<file path="src/rtl/alarm_pkg.sv">
package alarm_pkg;

    // Field geometry: a BCD value with its compare enable in the top bit.
    localparam int unsigned VALUE_BITS = 7;
    localparam int unsigned REG_BITS   = VALUE_BITS + 1;

    // Control byte bit positions, decoded by software.
    localparam int unsigned FLAG_POS = 0;
    localparam int unsigned IE_POS   = 3;

    typedef struct packed {
        logic                  cmp_on;
        logic [VALUE_BITS-1:0] bcd;
    } alarm_field_t;

    typedef struct packed {
        logic flag;
        logic irq_en;
    } ctrl_state_t;

endpackage

</file>
<file path="src/rtl/alarm_field_bank.sv">
module alarm_field_bank
    import alarm_pkg::*;
#(
    parameter int unsigned NUM_FIELDS = 6,
    parameter int unsigned ADDR_W     = 3
) (
    input  logic                            clk,
    input  logic                            rst_n,
    input  logic                            wr_en_i,
    input  logic [ADDR_W-1:0]               addr_i,
    input  logic [REG_BITS-1:0]             wdata_i,
    output alarm_field_t [NUM_FIELDS-1:0]   fields_o
);

    alarm_field_t [NUM_FIELDS-1:0] bank_d, bank_q;

    always_comb begin
        bank_d = bank_q;
        for (int i = 0; i < NUM_FIELDS; i++) begin
            if (wr_en_i && (addr_i == ADDR_W'(i))) begin
                bank_d[i] = alarm_field_t'(wdata_i);
            end
        end
    end

    always_ff @(posedge clk or negedge rst_n) begin
        if (!rst_n) begin
            bank_q <= '0;
        end else begin
            bank_q <= bank_d;
        end
    end

    assign fields_o = bank_q;

    for (genvar g = 0; g < NUM_FIELDS; g++) begin : g_field_chk
        AST_ZERO_WRITE_DISABLES: assert property (@(posedge clk) disable iff (!rst_n)
            (wr_en_i && addr_i == ADDR_W'(g) && wdata_i == '0) |=> !fields_o[g].cmp_on);
        AST_UNADDRESSED_FIELD_HOLDS: assert property (@(posedge clk) disable iff (!rst_n)
            !(wr_en_i && addr_i == ADDR_W'(g)) |=> $stable(fields_o[g]));
    end

endmodule

</file>
<file path="src/rtl/alarm_match_core.sv">
module alarm_match_core
    import alarm_pkg::*;
#(
    parameter int unsigned NUM_FIELDS = 6,
    localparam int unsigned TIME_W    = NUM_FIELDS * VALUE_BITS
) (
    input  alarm_field_t [NUM_FIELDS-1:0] fields_i,
    input  logic [TIME_W-1:0]             time_bcd_i,
    output logic                          hit_o,
    output logic                          any_en_o
);

    logic [NUM_FIELDS-1:0] field_ok;
    logic [NUM_FIELDS-1:0] field_en;

    for (genvar g = 0; g < NUM_FIELDS; g++) begin : g_cmp
        assign field_en[g] = fields_i[g].cmp_on;
        assign field_ok[g] = !fields_i[g].cmp_on
                           || (fields_i[g].bcd == time_bcd_i[g*VALUE_BITS +: VALUE_BITS]);
    end

    assign any_en_o = |field_en;
    assign hit_o    = any_en_o && (&field_ok);

endmodule

</file>
<file path="src/rtl/alarm_flag_ctrl.sv">
module alarm_flag_ctrl
    import alarm_pkg::*;
(
    input  logic clk,
    input  logic rst_n,
    input  logic tick_i,
    input  logic hit_i,
    input  logic ctrl_wr_i,
    input  logic flag_wbit_i,
    input  logic ie_wbit_i,
    output logic flag_o,
    output logic irq_en_o,
    output logic irq_o
);

    ctrl_state_t st_d, st_q;
    logic        sw_clear;
    logic        hw_set;

    assign sw_clear = ctrl_wr_i && !flag_wbit_i;
    assign hw_set   = tick_i && hit_i;

    always_comb begin
        st_d = st_q;
        if (ctrl_wr_i) begin
            st_d.irq_en = ie_wbit_i;
        end
        if (sw_clear) begin
            st_d.flag = 1'b0;
        end
        if (hw_set) begin
            st_d.flag = 1'b1;   // set has priority over a same-cycle clear
        end
    end

    always_ff @(posedge clk or negedge rst_n) begin
        if (!rst_n) begin
            st_q <= '0;
        end else begin
            st_q <= st_d;
        end
    end

    assign flag_o   = st_q.flag;
    assign irq_en_o = st_q.irq_en;
    assign irq_o    = st_q.flag && st_q.irq_en;

    AST_SET_BEATS_CLEAR: assert property (@(posedge clk) disable iff (!rst_n)
        (tick_i && hit_i) |=> flag_o);
    AST_FLAG_STICKY: assert property (@(posedge clk) disable iff (!rst_n)
        (flag_o && !(ctrl_wr_i && !flag_wbit_i)) |=> flag_o);
    AST_RISE_NEEDS_TICK: assert property (@(posedge clk) disable iff (!rst_n)
        $rose(flag_o) |-> $past(tick_i));
    AST_SW_CANNOT_SET: assert property (@(posedge clk) disable iff (!rst_n)
        (!flag_o && !(tick_i && hit_i)) |=> !flag_o);

endmodule

</file>
<file path="src/rtl/alarm_match_unit.sv">
module alarm_match_unit
    import alarm_pkg::*;
#(
    parameter int unsigned NUM_FIELDS = 6,
    parameter int unsigned ADDR_W     = 3,
    localparam int unsigned TIME_W    = NUM_FIELDS * VALUE_BITS
) (
    input  logic                clk,
    input  logic                rst_n,
    input  logic                sec_tick,
    input  logic [TIME_W-1:0]   time_bcd,
    input  logic                reg_wr,
    input  logic [ADDR_W-1:0]   reg_addr,
    input  logic [REG_BITS-1:0] reg_wdata,
    output logic [REG_BITS-1:0] reg_rdata,
    output logic                alarm_irq
);

    localparam logic [ADDR_W-1:0] CTRL_ADDR = ADDR_W'(NUM_FIELDS);

    alarm_field_t [NUM_FIELDS-1:0] fields;
    logic hit, any_en, flag, irq_en, ctrl_wr;

    assign ctrl_wr = reg_wr && (reg_addr == CTRL_ADDR);

    alarm_field_bank #(
        .NUM_FIELDS (NUM_FIELDS),
        .ADDR_W     (ADDR_W)
    ) i_bank (
        .clk      (clk),
        .rst_n    (rst_n),
        .wr_en_i  (reg_wr),
        .addr_i   (reg_addr),
        .wdata_i  (reg_wdata),
        .fields_o (fields)
    );

    alarm_match_core #(
        .NUM_FIELDS (NUM_FIELDS)
    ) i_core (
        .fields_i   (fields),
        .time_bcd_i (time_bcd),
        .hit_o      (hit),
        .any_en_o   (any_en)
    );

    alarm_flag_ctrl i_ctrl (
        .clk         (clk),
        .rst_n       (rst_n),
        .tick_i      (sec_tick),
        .hit_i       (hit),
        .ctrl_wr_i   (ctrl_wr),
        .flag_wbit_i (reg_wdata[FLAG_POS]),
        .ie_wbit_i   (reg_wdata[IE_POS]),
        .flag_o      (flag),
        .irq_en_o    (irq_en),
        .irq_o       (alarm_irq)
    );

    always_comb begin
        reg_rdata = '0;
        for (int i = 0; i < NUM_FIELDS; i++) begin
            if (reg_addr == ADDR_W'(i)) begin
                reg_rdata = fields[i];
            end
        end
        if (reg_addr == CTRL_ADDR) begin
            reg_rdata[FLAG_POS] = flag;
            reg_rdata[IE_POS]   = irq_en;
        end
    end

    AST_IDLE_BANK_NO_ALARM: assert property (@(posedge clk) disable iff (!rst_n)
        (!flag && !any_en) |=> !flag);
    AST_IRQ_HAS_FLAG: assert property (@(posedge clk) disable iff (!rst_n)
        alarm_irq |-> (flag && $past(flag || (sec_tick && hit))));

endmodule

</file>
<file path="config.mk">
export PLATFORM = sky130hd
export DESIGN_NAME = alarm_match_unit
export DESIGN_NICKNAME = d
export VERILOG_FILES = /design/src/rtl/alarm_pkg.sv /design/src/rtl/alarm_field_bank.sv /design/src/rtl/alarm_match_core.sv /design/src/rtl/alarm_flag_ctrl.sv /design/src/rtl/alarm_match_unit.sv
export SDC_FILE = /design/constraint.sdc
export NUM_CORES = 1
export LEC_CHECK = 0
export ABC_AREA = 1
export BUFFER_PORTS_ARGS = -buffer_cell sky130_fd_sc_hd__buf_2
export CAP_MARGIN = 20
export CORE_MARGIN = 1
export CORE_UTILIZATION = 49
export DETAILED_ROUTE_END_ITERATION = 8
export GPL_ROUTABILITY_DRIVEN = 0
export PLACE_DENSITY = 0.8
export SYNTH_ARGS = -nofsm -noshare
export SYNTH_HDL_FRONTEND = slang
export SYNTH_SLANG_ARGS = --single-unit
</file>
<file path="constraint.sdc">
create_clock -name clk -period 1.25 [get_ports clk]
set_clock_uncertainty 0.15 [all_clocks]
set_input_delay 0.1875 -clock clk [delete_from_list [all_inputs] [get_ports clk]]
set_output_delay 0.1875 -clock clk [all_outputs]
set_load 0.005 [all_outputs]
</file>
==> flow_metrics.py <==
metrics = {
    "route": {
        "dr_total_vias": 3298,
        "drt-total-wl_um": 9120,
        "drt_iter0_markers": 321,
        "post_drt_wl_per_cell_um": 14.5,
        "drtAntennaViolNets": 0,
        "drc": 0,
        "viasPerCell": 5.26,
        "dr.pass1.iters": 5,
    },
    "global_route": {
        "gr-total-overflow": 0,
        "grt_max_degree": 51,
        "antenna_found_initial": 0,
        "grt_pass1_vias": 2939,
        "grt_pass1_wl_um": 13200,
        "grt_use_total": 0.273,
    },
    "clock_network": {
        "cts_max_path_buffers": 2,
        "clock_latency_ns": 0.31,
        "cts.reportedPaths.clkPinSlew_ns": 0.09,
        "htree_levels": 2,
        "cts_tree": "yes",
        "cts_inserted_buffers": 5,
        "cts_root_buf": "clkbuf_8",
        "cts_sinks": 50,
    },
    "placement": {
        "dp_cells": 587,
        "dpl_cell_area_sq_mm": 0.00366,
        "hpwl_um": 6040,
        "port_buffers": 65,
    },
    "logic_synthesis": {
        "async_flop_share": 1.00,
        "synth_nets": 469,
        "synth.distinct_cells": 23,
        "synth_cells": 412,
        "yosysWarnings": 0,
        "yosys.area.top_type": "dfrtp_1",
        "synthTopCellsByCount": "166 x nand2_1, 53 x inv_1, 50 x dfrtp_1",
        "syn_area_sq_mm": 0.00298,
        "synth_top_area_share": 0.420,
        "avgSynthCellArea_sq_um": 7.23,
        "ys_seq_elements": 50,
        "synthFlopType": "dfrtp_1",
        "synthMostInstantiatedCell": "nand2_1",
        "synth-seq-area-share": 0.420,
        "synth_edf_count": 0,
        "netlist_top_cells_area": "dfrtp_1 42%, nand2_1 21%, o21ai_0 8.1%",
    },
    "timing": {
        "worstMarginPinSlew_ns": 0.405,
        "hold_violations": 0,
        "holdWs_ns": 0.0268,
        "finalCriticalPeriod_ns": 1.65,
        "setup_ws_ns": -0.396,
        "fin_crit_sh": 1.32,
        "slew_violations": 0,
        "slew_headroom": 0.730,
        "fmax_mhz": 608,
        "rsz0062_at_grt": "yes",
        "tns_ns": -3.17,
        "finalSetupViolations": 11,
    },
    "worst_setup_path": {
        "startpoint_type": "register",
        "worstPathRequired_ns": 1.35,
        "worstSetupPathType": "reg2reg",
        "cp_max_fo": 2,
        "rrSetupSlack_ns": -0.40,
        "crit_arrival_ns": 1.74,
        "r2r_start": "i_bank.fields_o[3]$_DFFE_PN0P_",
        "endpoint_kind": "register",
        "r2r_end": "i_ctrl.flag_o$_DFFE_PN0P_",
        "r2r_cells": 10,
    },
    "status": {
        "violations": "setup timing",
        "outcome": "finished, violations left",
    },
    "floorplanning": {
        "dieWidth_um": 80.0,
        "core-area_sq_mm": 0.00589,
        "rows": 28,
        "pin_count": 66,
        "die_area_sq_mm": 0.00639,
        "die_h_um": 80.0,
        "start_util": 0.506,
    },
    "run": {
        "max_cap_violations": 0,
    },
    "layout": {
        "stdcell_count": 627,
        "n_fill_cell": 454,
        "insertedDiodeCount": 0,
        "nNetsFinal": 609,
        "layout-drive-gt1-share": 0.351,
        "fin_area_sq_mm": 0.00421,
        "area_growth_pct": 41.3,
    },
    "power": {
        "p_leak_nw": 2.27,
        "totalPowerFinal_mw": 5.02,
        "ir_worst_vdd_v": 0.000693,
        "p_per_area_mw_per_mm2": 1190,
    },
    "min_path": {
        "whs_path_depth": 3,
        "hp-class": "in2reg",
        "min_to": "i_ctrl.flag_o$_DFFE_PN0P_",
        "min_from": "reg_wdata[0]",
    },
}
==> through the flow <==
step | util | worst slack (ns)
floorplan | - | -0.0641
CTS | 0.670 | -0.357
finish | 0.715 | -0.396
detailed placement | 0.621 | -0.377
global placement | 0.621 | -0.320
global route | 0.715 | -0.452
==> state kept, by name, indices dropped and copies added (netlist names) <==
name,flops
i_ctrl.flag_o,1
i_ctrl.irq_en_o,1
i_bank.fields_o,48
==> report_power, final <==
group / internal [mW] / leakage, nW / switching (mW)
logic: 0.990 / 1.61 / 0.935
registers: 1.93 / 0.627 / 0.254
clock network: 0.387 / 0.0383 / 0.522
total: 3.31 / 2.27 / 1.71
==> worst max-delay path, cell delays in order, from the launching register on <==
cell and delay [ns]:
dfrtp_1 0.40, buf_4 0.15, xnor2_1 0.20, nand2_1 0.09, nor2_1 0.14, nand2_1 0.09, nand2_1 0.07, nand2_1 0.04
nor2_1 0.12, nand2_1 0.08, nand2_1 0.06
==> cell type report <==
class                           instances  area, sq um  area share
Sequential cell                        50         1250       0.297
Tap cell                               75         93.8      0.0223
Clock buffer                            7         76.3      0.0181
Timing Repair Buffer                  136          911       0.216
Multi-Input combinational cell        302         1650       0.393
Inverter                               56          215      0.0511
Timing Repair inverter                  1         7.51     0.00178
==> layout by cell type (no fill, tap or decap), drive strengths merged <==
master	count
a21oi	7
buf	135
clkbuf	7
clkinvlp	1
dfrtp	50
dlygate4sd3	1
inv	56
nand2	171
nand3	7
nand4	4
nor2	25
nor3	3
o2111a	1
o2111ai	4
o21ai	56
o21bai	1
xnor2	16
xor2	7
==> layer usage <==
metal | wire length, um | global-route usage | vias to the layer above
li1 | - | - | 1572
met1 | 3670 | 0.335 | 1527
met2 | 4540 | 0.478 | 165
met3 | 588 | 0.0343 | 34
met4 | 326 | 0.121 | 0
met5 | 0 | 0 | -
==> worst max path at each step <==
| stage | from | endpoint | slack, ns | cells past startpoint |
|---|---|---|---|---|
| after global routing | i_bank.fields_o[3]$_DFFE_PN0P_ | i_ctrl.flag_o$_DFFE_PN0P_ | -0.45 | 10 |
| after CTS | i_bank.fields_o[2]$_DFFE_PN0P_ | reg_rdata[2] | -0.36 | 5 |
| after detailed placement | reg_addr[1] | reg_rdata[0] | -0.38 | 9 |
| after floorplan | reg_addr[1] | i_bank.fields_o[20]$_DFFE_PN0P_ | -0.06 | 6 |
| after global placement | reg_addr[1] | reg_rdata[0] | -0.32 | 9 |
| final | i_bank.fields_o[3]$_DFFE_PN0P_ | i_ctrl.flag_o$_DFFE_PN0P_ | -0.40 | 10 |
==> repair_timing <==
action | CTS | global route
gates cloned | 0 | 3
buffers inserted | 19 | 10
hold endpoints to repair | 50 | 0
resized for setup | 20 | 42
hold buffers | 1 | 0
pin swaps | 18 | 21
endpoints found under the setup margin | 11 | 36
==> kinds of logic (layout without fill, tap and decap cells) <==
kind of cell,after synthesis,count (layout),share of synthesized area
compound gates,69,69,0.134
xor+xnor,23,23,0.0676
flops,50,50,0.420
buf+inv,62,200,0.0912
simple gates,208,210,0.287
No activity file was read; power rests on OpenSTA's default activity.
